File: config.mk
export PLATFORM = sky130hd
export DESIGN_NAME = smram_gate
export DESIGN_NICKNAME = d
export VERILOG_FILES = /design/src/rtl/smram_pkg.sv /design/src/rtl/smram_reg.sv /design/src/rtl/smram_route.sv /design/src/rtl/smram_gate.sv
export SDC_FILE = /design/constraint.sdc
export NUM_CORES = 1
export LEC_CHECK = 0
export ABC_AREA = 0
export ABC_CLOCK_PERIOD_IN_PS = 1300
export BUFFER_PORTS_ARGS = -buffer_cell sky130_fd_sc_hd__buf_2
export CELL_PAD_IN_SITES_DETAIL_PLACEMENT = 1
export CELL_PAD_IN_SITES_GLOBAL_PLACEMENT = 2
export CORE_MARGIN = 10
export CORE_UTILIZATION = 18
export CTS_CLUSTER_DIAMETER = 50
export CTS_CLUSTER_SIZE = 40
export DETAILED_ROUTE_END_ITERATION = 7
export PLACE_DENSITY = 0.85
export RECOVER_POWER = 25
export SETUP_SLACK_MARGIN = 0.3
export SLEW_MARGIN = 30
export SYNTH_ARGS = -nofsm -noshare
export SYNTH_HDL_FRONTEND = slang
export SYNTH_HIERARCHICAL = 1
export SYNTH_SLANG_ARGS = --single-unit
export TNS_END_PERCENT = 10
File: constraint.sdc
create_clock -name clk -period 1.3 [get_ports clk]
set_clock_uncertainty 0.05 [all_clocks]
set_input_delay 0.195 -clock clk [delete_from_list [all_inputs] [get_ports clk]]
set_output_delay 0.195 -clock clk [all_outputs]
set_load 0.005 [all_outputs]
File: src/rtl/smram_pkg.sv
package smram_pkg;

  localparam int unsigned CTRL_W = 8;

  typedef struct packed {
    logic       rsvd;
    logic       open;
    logic       closed;
    logic       lock;
    logic       enable;
    logic [2:0] seg;
  } smram_ctrl_t;

  // Clean a write: keep the four control bits, force the rest,
  // and apply the lock rule of the stored value.
  function automatic smram_ctrl_t sanitize_write(
    input smram_ctrl_t      cur,
    input logic [CTRL_W-1:0] data,
    input logic [2:0]       base_seg
  );
    smram_ctrl_t nx;
    nx.rsvd   = 1'b0;
    nx.open   = data[6];
    nx.closed = data[5];
    nx.lock   = data[4];
    nx.enable = data[3];
    nx.seg    = base_seg;
    if (cur.lock) begin
      nx.lock = 1'b1;
      nx.open = 1'b0;
    end
    return nx;
  endfunction

  // Route decision: 1 means DRAM, 0 means PCI.
  function automatic logic route_to_dram(
    input logic enable,
    input logic lock,
    input logic closed,
    input logic open,
    input logic smm,
    input logic code
  );
    logic conflict;
    logic open_path;
    logic smm_path;
    conflict  = open & closed & ~lock;
    open_path = open & ~lock;
    smm_path  = smm & (code | ~closed);
    return enable & ~conflict & (open_path | smm_path);
  endfunction

endpackage

File: src/rtl/smram_reg.sv
module smram_reg
  import smram_pkg::*;
#(
  parameter logic [2:0] BASE_SEG = 3'b010
) (
  input  logic              clk,
  input  logic              rst_n,
  input  logic              wr_en,
  input  logic [CTRL_W-1:0] wr_data,
  output smram_ctrl_t       ctrl_q,
  output logic              err_q
);

  localparam smram_ctrl_t RESET_VAL = '{rsvd: 1'b0, open: 1'b0, closed: 1'b0,
                                        lock: 1'b0, enable: 1'b0, seg: BASE_SEG};

  smram_ctrl_t ctrl_next;
  logic        lock_hold;

  assign lock_hold = ctrl_q.lock;
  assign ctrl_next = sanitize_write(ctrl_q, wr_data, BASE_SEG);

  always_ff @(posedge clk) begin
    if (!rst_n) begin
      ctrl_q <= RESET_VAL;
      err_q  <= 1'b0;
    end else if (wr_en) begin
      ctrl_q <= ctrl_next;
      err_q  <= ctrl_next.open & ctrl_next.closed;
    end
  end

  // lock stays set until reset
  assert_lock_sticky_R3: assert property (@(posedge clk) disable iff (!rst_n)
    lock_hold |=> ctrl_q.lock);

  // a write while locked leaves open cleared
  assert_locked_write_clears_open_R3: assert property (@(posedge clk) disable iff (!rst_n)
    (wr_en && lock_hold) |=> !ctrl_q.open);

  // forced fields after a write
  assert_forced_fields_R2: assert property (@(posedge clk) disable iff (!rst_n)
    wr_en |=> (ctrl_q.seg == BASE_SEG && !ctrl_q.rsvd));

  // no write, no change
  assert_hold_without_write_R4: assert property (@(posedge clk) disable iff (!rst_n)
    !wr_en |=> ($stable(ctrl_q) && $stable(err_q)));

  // flag follows stored open and closed
  assert_err_matches_ctrl_R10: assert property (@(posedge clk) disable iff (!rst_n)
    wr_en |=> (err_q == (ctrl_q.open & ctrl_q.closed)));

endmodule

File: src/rtl/smram_route.sv
module smram_route
  import smram_pkg::*;
(
  input  logic enable,
  input  logic lock,
  input  logic closed,
  input  logic open,
  input  logic in_smm,
  input  logic is_code,
  input  logic seg_hit,
  output logic to_dram
);

  logic route_raw;

  assign route_raw = route_to_dram(enable, lock, closed, open, in_smm, is_code);
  assign to_dram   = seg_hit & route_raw;

endmodule

File: src/rtl/smram_gate.sv
module smram_gate
  import smram_pkg::*;
#(
  parameter logic [2:0] BASE_SEG = 3'b010
) (
  input  logic              clk,
  input  logic              rst_n,
  input  logic              wr_en,
  input  logic [CTRL_W-1:0] wr_data,
  input  logic              in_smm,
  input  logic              is_code,
  input  logic              seg_hit,
  output logic [CTRL_W-1:0] ctrl_q,
  output logic              to_dram,
  output logic              cfg_err
);

  smram_ctrl_t ctrl_s;
  logic        err_s;

  smram_reg #(.BASE_SEG(BASE_SEG)) u_reg (
    .clk     (clk),
    .rst_n   (rst_n),
    .wr_en   (wr_en),
    .wr_data (wr_data),
    .ctrl_q  (ctrl_s),
    .err_q   (err_s)
  );

  smram_route u_route (
    .enable  (ctrl_s.enable),
    .lock    (ctrl_s.lock),
    .closed  (ctrl_s.closed),
    .open    (ctrl_s.open),
    .in_smm  (in_smm),
    .is_code (is_code),
    .seg_hit (seg_hit),
    .to_dram (to_dram)
  );

  assign ctrl_q  = ctrl_s;
  assign cfg_err = err_s;

  // disabled window never reaches DRAM
  assert_disabled_to_pci_R5: assert property (@(posedge clk) disable iff (!rst_n)
    !ctrl_s.enable |-> !to_dram);

  // no window hit, no DRAM
  assert_miss_to_pci_R11: assert property (@(posedge clk) disable iff (!rst_n)
    !seg_hit |-> !to_dram);

  // locked and outside the mode goes to PCI
  assert_locked_outside_pci_R9: assert property (@(posedge clk) disable iff (!rst_n)
    (ctrl_s.lock && !in_smm) |-> !to_dram);

  // closed data reference in mode goes to PCI
  assert_closed_data_pci_R8: assert property (@(posedge clk) disable iff (!rst_n)
    (ctrl_s.closed && in_smm && !is_code && (!ctrl_s.open || ctrl_s.lock)) |-> !to_dram);

  // illegal unlocked setting routes to PCI
  assert_conflict_pci_R10: assert property (@(posedge clk) disable iff (!rst_n)
    (cfg_err && !ctrl_s.lock) |-> !to_dram);

endmodule

After elaboration in Yosys (flattened, before gate mapping)
Index checks and enable logic that the tools add are counted.

storage, ports and cells
  register bits after elaboration = 5
  input bits = 14
  output and inout bits = 10
  logic and storage cells = 20

cells by class
  bitwise logic cells = 13
  muxes and demuxes = 2

operator list
  kind         number
  $and 1x1->1  8
  $not 1->1    3
  $mux 1       2
  $or 1x1->1   2

Logic depth before layout (Yosys ltp)
Gate-level depths: netlist of run 1.

  word-level depth = 6
  gate-level depth with buffers = 4
  mapped depth without buffers = 3

Cells and area by module
The synthesis of run 1 kept the hierarchy.

modules (own cells, without submodules)
  module       cells each  instances  sequential area each (um^2)  area an instance (um^2)
  smram_reg    25          1          100.1                        244.0
  smram_route  4           1          0.0                          37.5

Worst setup path after synthesis of run 1
OpenSTA, ideal clock, no wires.

  path kind = reg2out
  from = register, netlist name u_reg/lock_hold
  to = output port to_dram
  required time = 1.055 ns
  setup slack = 0.276 ns
  stages on the path, launching flop included = 5
  arrival = 0.779 ns
  path buffers = 1
  path through = dfxtp_1 -> buf_4 -> nor2b_4 -> o21ai_2 -> o2111a_1

on the way
  cells in the longest elaborated chain, start to end = 6

RTL lines
  item             RTL line                          text
  $not 1->1 (*)    smram_pkg.sv:47, smram_pkg.sv:48
  $and 1x1->1      smram_pkg.sv:47                   conflict = open & closed & ~lock;
  $not 1->1        smram_pkg.sv:50                   return enable & ~conflict & (open_path | smm_path);
  $and 1x1->1      smram_pkg.sv:50
  $and 1x1->1 (*)  smram_pkg.sv:50
  $and 1x1->1 (*)  smram_route.sv:17                 assign to_dram = seg_hit & route_raw;
  end, declared    smram_gate.sv:14                  output logic to_dram,

Mark *: on every way between the ends. The rest lies on a longest branch, timed or not.

Final worst setup path of run 1
  from = register, netlist name u_reg/ctrl_q[6]
  to = output port to_dram

on the way
  cells in the longest elaborated chain, start to end = 6

RTL lines
  item                       RTL line
  $and 1x1->1 (2 in series)  smram_pkg.sv:47
  $not 1->1                  smram_pkg.sv:50
  $and 1x1->1                smram_pkg.sv:50
  $and 1x1->1 (*)            smram_pkg.sv:50
  $and 1x1->1 (*)            smram_route.sv:17

Marks and branches as above.

==> metrics, run 1 <==
Post-Synthesis Cells=29; Switching Power=0.09865 mW; die width=59.55 µm; layout cells sized above 1=51.11%; Hold WC Path Type=input pin to flip-flop; switching share of power=23.84%; WHS=0.1550 ns; Max Buffers Root-to-Sink=2; placed insts=56; Tmin final=1.292 ns; P_leak=0.1888 nW; setup TNS=0 ns; Clk pwr share=44.1%; Ports=24; cell row count=14; RSZ-0062 raised after global routing=true; total wire length=723 µm; CTS buffer count=3; DRT Pass-1 Iters=1; Initial Util=18.91%; largest net degree at the start of global routing=8; area grow syn2layout=37.33%; count of final max-slew check failures=0; Post-Synthesis Cell Area=281.5 µm²; H-tree depth=1; WL per Instance=11.85 µm; vias in the first global route=267; Seq cells post-synth=5; Flop pwr share=41.1%; crit start category=flip-flop; achievable frequency=0.7738 GHz; worst path required time=1.05 ns; Final Hold Viols=0; fin nets=60; sequential fraction of the synthesis area=35.56%; Distinct cells, synth=15; port bufs=15; core box area=1489 µm²; Critical Path AT=1.05 ns; Worst-Skew Late Latency=0.24 ns; Avg Vias per Cell=3.902; initial antenna violation count=0; combinational share of power=14.7%; GRT Total Usage=4.642%; Setup crit start=u_reg/ctrl_q[6]; min-delay src=wr_data[4]; reg2reg start=u_reg/lock_hold; clock slew seen by the registers of the worst setup and hold paths=0.04 ns; fin cells=61; initial DRC count=0; full die area=3546 µm²; final setup vio count=0; CP Max Fanout=2; gpl congestion=0.7246; Syn Area/Cell=9.708 µm²; CTS Hold Bufs=0; Cell Pwr Density=1070 nW/µm²; final antenna diode count=0; drt drc=0; # fillers=173; critical path class=flip-flop to output port; status=completed; max_cap viols=0; crit end category=output port; peak ir drop on the vdd network=251.7 µV; Internal Power=0.3151 mW; CTS tree=yes; CTS Root Cell=clkbuf_4; Die Height=59.55 µm; Via Count=238; Sink Count=5; grt ovf=0; Tcrit/Tclk final=99.40%; post-route ant nets=0; first-pass GRT wire length=1.166 mm; YS warnings=6
through the flow:
step	setup WS, ns	utilization (%)	total power, mW	cell area (µm²)
6_report	0.007746	25.97	0.4138	386.6
5_1_grt	-0.07668	25.97	0.4457	386.6
4_1_cts	-0.02430	25.55	0.4271	380.4
3_5_place_dp	0.2383	22.61	0.2284	336.6
3_3_place_gp	0.2498	22.61	0.2273	336.6
2_1_floorplan	0.3163	-	0.2158	294.0
synth_stat cells:
cell	instances	area (µm²)
o21ai_2	1	8.760
buf_6	1	11.26
nor2b_4	1	13.76
nor2b_1	3	18.77
conb_1	2	7.510
inv_1	1	3.750
buf_4	5	37.54
dfxtp_1	5	100.1
nand2b_1	2	12.51
o2111a_1	1	11.26
nand3b_1	1	7.510
a21oi_1	1	5.000
nand4b_1	1	8.760
mux2i_1	2	20.02
a21boi_1	2	15.01
path summary, 6_finish.rpt:
check,end,slack (ns),depth (start not counted)
setup / recovery,to_dram,0.008,4
hold / removal,u_reg/lock_hold,0.16,3
setup reg to reg,u_reg/ctrl_q[6],0.54,2
hold reg to reg,u_reg/err_q,0.42,2
cell families (layout without fill, tap and decap cells):
logic type | Yosys count | after routing | synth area share, %
simple gates | 8 | 8 | 21.78
compound gates | 5 | 5 | 14.22
other cells | 2 | 4 | 2.668
flops | 5 | 5 | 35.56
buf+inv | 7 | 21 | 18.67
mux | 2 | 2 | 7.111
power by group through the flow:
stage,registers (mW),clock network (mW),logic [mW]
after floorplan,0.172,0,0.0435
after global placement,0.174,0,0.0535
after detailed placement,0.174,0,0.0547
after CTS,0.170,0.198,0.0597
after global routing,0.171,0.204,0.0699
final,0.170,0.183,0.0609
cells in the final DEF, fill, tap and decap left out, drive strengths merged, types with 2 or more instances in the layout:
| master | n |
|---|---|
| a21boi | 2 |
| buf | 16 |
| clkbuf | 4 |
| conb | 4 |
| dfxtp | 5 |
| mux2i | 2 |
| nand2b | 2 |
| nor2b | 4 |
layout make-up:
cell class	count	area, µm²	share of cell area, %
multi-input combinational	19	136.4	35.28
inverter	1	3.754	0.9709
sequential	5	105.1	27.18
timing repair buffer	16	95.09	24.60
tap	16	20.02	5.178
clock buffer	4	26.28	6.796
what timing repair did:
item,in CTS,in global routing
pin swaps,1,1
endpoints found under the hold margin,0,0
setup buffers,1,0
setup endpoints to repair,2,5
resized for setup,3,3
worst max-delay path: stages (launching register included):
cell and delay (ns):
dfxtp_2 0.31, nor2b_4 0.12, o21ai_2 0.10, o2111a_1 0.17, buf_2 0.11
flip-flops by register name, indices dropped and copies added (netlist names):
name / count
u_reg/err_q: 1
u_reg/lock_hold: 1
u_reg/ctrl_q: 3
per-layer routing:
metal,routed length (µm),GRT usage [%]
met1,305,4.436
met2,346,6.389
met3,54,3.004
met4,16,4.808
met5,0,0
(Power assumes the default switching activity.)
==> inputs of run 2 (changes only) <==
Settings changed: CORE_MARGIN 10 to 4.
==> run 2 against run 1 <==
  * The flow now finishes with violations (setup timing)
  * Routed wire length fell by 14%
  * Count of clock-buffer cells in the layout did not move
  * Final cell count did not move
  * Utilization fell by 0.42 points
  * Clock power barely moved
  * Power fell by 0.63%
  * Final area fell by 1.6%
  * Sequential share of layout area rose by 0.45 points
==> metrics, run 2 (synthesis results as in run 1) <==
status=complete, but fails checks; failing checks=setup timing; Avg Vias per Cell=3.787 (-2.9%); Area after DPL=336.6 µm² (unchanged); die width=47.55 µm (-20%); peak ir drop on the vdd network=426.9 µV (+70%); CP Max Fanout=2 (unchanged); achievable frequency=0.7674 GHz (-0.83%); # fillers=181 (+4.6%); Via Count=231 (-2.9%); final setup margin=-0.003119 ns (-0.01087 ns); WHS=0.1624 ns (+0.007392 ns); GRT Total Usage=7.002% (+2.4 points); Worst-Skew Late Latency=0.24 ns (about the same); port bufs=15 (unchanged); Detailed Place HPWL=508.5 µm; Tcrit/Tclk final=100.2% (+0.84 points); max incr delay on CP=0.31 ns (about the same); Final Util=25.55% (-0.42 points); total power=0.4111 mW (-0.63%); grt ovf=0 (unchanged); Top reg by flops=u_reg/ctrl_q; crit-path cells=nor2b_4 -> o21ai_2 -> o2111a_1 -> buf_2; P_leak=0.1876 nW (-0.62%); count of final max-slew check failures=0 (unchanged); max reg flops=3 (unchanged); Cell Pwr Density=1081 nW/µm² (+1.0%); CTS tree=yes; worst path required time=1.05 ns (about the same); Ports=24 (unchanged); commonest non-fill, non-tap cell in the layout=buf_2; initial antenna violation count=0 (unchanged); placed insts=56 (unchanged); vias in the first global route=234 (-12%); Final Hold Viols=0 (unchanged); Hold Path Cell Cnt=3 (unchanged); full die area=2261 µm² (-36%); CTS buffer count=3 (unchanged); Hold WC Path Type=input pin to flip-flop; Sink Count=5 (unchanged); core box area=1489 µm² (unchanged); DRT Pass-1 Iters=1 (unchanged); crit start category=flip-flop; Initial Util=18.91% (unchanged); fin nets=60 (unchanged); CTS Hold Bufs=0 (unchanged); CTS Root Cell=clkbuf_4; Tmin final=1.303 ns (+0.01087 ns); critical path class=flip-flop to output port; first-pass GRT wire length=945 µm (-19%); Max Buffers Root-to-Sink=2 (unchanged); Top Family by Delay on Critical Path=flip-flops; slowest CP cell=dfxtp_2; final antenna diode count=0 (unchanged); Critical Path AT=1.06 ns (about the same); Die Height=47.55 µm (-20%); gpl congestion=0.6003 (-17%); final setup vio count=1 (+1); R2R Setup Slk=0.55 ns (about the same); fin cells=61 (unchanged); R2R depth=2 (unchanged); clock slew seen by the registers of the worst setup and hold paths=0.05 ns (about the same); crit end category=output port; cell row count=14 (unchanged); Design Area, Final=380.4 µm² (-1.6%); post-route ant nets=0 (unchanged); drt drc=0 (unchanged); RSZ-0062 raised after global routing=true; area grow syn2layout=35.11%; WL per Instance=10.16 µm (-14%); total wire length=620 µm (-14%); H-tree depth=1 (unchanged); WP buf/inv=1 (unchanged); Stages on worst setup path=4 (unchanged); layout cells sized above 1=51.11% (unchanged); most frequent cells in the layout=buf_2 (14), conb_1 (4), clkbuf_4 (3), nor2b_1 (3), dfxtp_1 (3); largest net degree at the start of global routing=8 (unchanged); initial DRC count=0 (unchanged); max_cap viols=0 (unchanged)
==> run 2: cell types whose count changed in the layout (fill, tap and decap cells not counted) <==
| cell | before | now |
|---|---|---|
| buf_2 | 13 | 14 |
| buf_6 | 2 | 1 |
==> run 2: final timing paths <==
check / endpoint / startpoint
max: to_dram / u_reg/ctrl_q[6]
min: u_reg/lock_hold / wr_data[4]
max reg2reg: u_reg/err_q / u_reg/lock_hold
min reg2reg: u_reg/err_q / u_reg/err_q
==> run 2: timing repair <==
item,in CTS,in global routing
endpoints found under the setup margin,1,5
pin swaps,1,1
resized for setup,2,3
setup buffers,1,0
==> run 2: stage by stage <==
step	setup slack, ns	TNS (ns)
floorplan	0.3163	0
global placement	0.2496	0
detailed placement	0.2376	0
CTS	-0.02740	-0.02740
global route	-0.07831	-0.07831
finish	-0.003119	-0.003119
==> run 2: per-layer routing <==
metal  wire length (µm)  vias up  global-route usage, %
li1                   -      119                      -
met2                304       12                  8.824
met1                243      100                  7.143
met4                  0        0                  3.226
met3                 72        0                  7.895
met5                  0        -                      0
==> run 2: tightest hold or removal path, stage by stage <==
cell	delay, ns
buf_2	0.08
a21oi_1	0.05
nor2b_1	0.09
==> run 2: area by class of cell <==
class | instances | area [µm²] | share of cell area (%)
Clock buffer | 4 | 26.28 | 6.908
Inverter | 1 | 3.754 | 0.9868
Multi-Input combinational cell | 19 | 136.4 | 35.86
Sequential cell | 5 | 105.1 | 27.63
Tap cell | 16 | 20.02 | 5.263
Timing Repair Buffer | 16 | 88.84 | 23.36
==> run 2: where the power goes <==
group          internal (mW)  switching (mW)  total [mW]  leakage, nW
clock                  0.116          0.0669       0.183       0.0150
combinational         0.0342          0.0241      0.0583        0.130
sequential             0.162         0.00730       0.170       0.0422
==> inputs of run 3 (changes only) <==
Settings changed: BUFFER_PORTS_ARGS -buffer_cell sky130_fd_sc_hd__buf_2 to -buffer_cell sky130_fd_sc_hd__clkbuf_2.
==> run 3 against run 2 <==
  * The run now ends clean
  * Sequential cell count unchanged
  * Combinational power about the same
  * Global-route usage up 0.15 points
  * Power up 0.67%
  * Final area unchanged
  * Worst hold slack better by 0.0012 ns
  * Critical path depth unchanged
  * Routed wire length up 2.3%
  * Count of clock-buffer cells in the layout unchanged
  * Critical path type unchanged
  * Critical endpoint unchanged
==> metrics, run 3 (synthesis results as in run 1) <==
status=completed; max_cap viols=0 (unchanged); Final Hold Viols=0 (unchanged); DRT Pass-1 Iters=1 (unchanged); Critical Path AT=1.05 ns (about the same); largest net degree at the start of global routing=8 (unchanged); CTS Hold Bufs=0 (unchanged); WL per Instance=10.39 µm (+2.3%); clock slew seen by the registers of the worst setup and hold paths=0.05 ns (about the same); Flop pwr share=41.0% (-0.3 points); Max Buffers Root-to-Sink=2 (unchanged); Ports=24 (unchanged); port bufs=15 (unchanged); worst path required time=1.05 ns (about the same); initial DRC count=0 (unchanged); # fillers=180 (-0.55%); Internal Power=0.3129 mW (about the same); CTS buffer count=3 (unchanged); cell row count=14 (unchanged); Avg Vias per Cell=3.820 (+0.87%); grt ovf=0 (unchanged); critical path class=flip-flop to output port; die width=47.55 µm (unchanged); final antenna diode count=0 (unchanged); Top reg by flops=u_reg/ctrl_q; crit start category=flip-flop; max reg flops=3 (unchanged); Initial Util=18.91% (unchanged); fin nets=60 (unchanged); final setup vio count=0 (-1); RSZ-0062 raised after global routing=true; full die area=2261 µm² (unchanged); vias in the first global route=240 (+2.6%); switching share of power=24.40% (+0.49 points); Die Height=47.55 µm (unchanged); Tcrit/Tclk final=99.30% (-0.94 points); first-pass GRT wire length=1.007 mm (+6.6%); Worst-Skew Late Latency=0.24 ns (about the same); Tmin final=1.291 ns (-0.01219 ns); Final Util=25.55% (unchanged); achievable frequency=0.7746 GHz (+0.94%); post-route ant nets=0 (unchanged); crit end category=output port; Hold WC Path Type=input pin to flip-flop; CP Max Fanout=2 (unchanged); core box area=1489 µm² (unchanged); Detailed Place HPWL=544.4 µm (+7.1%); Switching Power=0.1010 mW (+2.7%); most frequent cells in the layout=clkbuf_2 (14), conb_1 (4), clkbuf_4 (3), nor2b_1 (3), dfxtp_1 (3); gpl congestion=0.6017 (+0.23%); P_leak=0.1870 nW (-0.32%); area grow syn2layout=35.11% (unchanged); layout cells sized above 1=51.11% (unchanged); initial antenna violation count=0 (unchanged); CTS tree=yes; Cell Pwr Density=1088 nW/µm² (+0.67%); total power=0.4139 mW (+0.67%); combinational share of power=14.1% (about the same); GRT Total Usage=7.154% (+0.15 points); Sink Count=5 (unchanged); peak ir drop on the vdd network=302.1 µV (-29%); count of final max-slew check failures=0 (unchanged); H-tree depth=1 (unchanged); drt drc=0 (unchanged); Clk pwr share=44.9% (+0.4 points); total wire length=634 µm (+2.3%); CTS Root Cell=clkbuf_4; commonest non-fill, non-tap cell in the layout=clkbuf_2; Via Count=233 (+0.87%)
-- run 3: changes by cell type in the layout (fill, tap and decap cells not counted), sizes merged --
| cell | change |
|---|---|
| buf | -14 |
| clkbuf | +14 |
-- run 3: critical path, stage by stage (launching register included) --
cell,delay (ns)
dfxtp_2,0.31
nor2b_4,0.12
o21ai_2,0.10
o2111a_1,0.17
clkbuf_2,0.11
-- run 3: power by group through the flow --
stage	Combinational [mW]	Sequential, mW	Clock [mW]
after global placement	0.0529	0.174	0
after detailed placement	0.0539	0.174	0
after global routing	0.0678	0.171	0.207
after CTS	0.0571	0.170	0.204
after floorplan	0.0435	0.172	0
final	0.0582	0.170	0.186
-- run 3: path summary, 6_finish.rpt --
check                                  endpoint  cells after the start            start  slack, ns
worst max-delay path                    to_dram                      4  u_reg/ctrl_q[6]      0.009
worst min-delay path            u_reg/ctrl_q[3]                      3       wr_data[3]       0.16
worst max register to register  u_reg/ctrl_q[6]                      2  u_reg/lock_hold       0.54
worst min register to register      u_reg/err_q                      2      u_reg/err_q       0.42
-- run 3: metrics by stage --
| step | hold WS [ns] | instances | TNS [ns] | cell area [µm²] | setup slack [ns] |
|---|---|---|---|---|---|
| floorplan | 0.2730 | 31 | 0 | 294.0 | 0.3163 |
| global placement | 0.4091 | 56 | 0 | 336.6 | 0.2408 |
| detailed placement | 0.4192 | 56 | 0 | 336.6 | 0.2220 |
| CTS | 0.1491 | 61 | -0.01249 | 374.1 | -0.01249 |
| global route | 0.1817 | 61 | -0.06079 | 380.4 | -0.06079 |
| finish | 0.1637 | 61 | 0 | 380.4 | 0.009066 |
-- run 3: cell type report --
class                   instances  area (µm²)  share of cell area (%)
well taps                      16       20.02                   5.263
repair buffers                 16       88.84                   23.36
clock buffers                   4       26.28                   6.908
inverters                       1       3.754                  0.9868
flip-flops and latches          5       105.1                   27.63
multi-input cells              19       136.4                   35.86
-- run 3: routing by layer --
layer  part of all wire [%]  global-route usage [%]
met1                     38                   7.813
met2                     51                   9.091
met3                     12                   4.887
met4                      0                   6.452
met5                      0                       0
-- run 3: repair_timing --
action,in CTS,in global routing
gates cloned,0,0
pin swaps,1,0
resized for setup,2,3
setup endpoints to repair,2,5
setup buffers,1,0
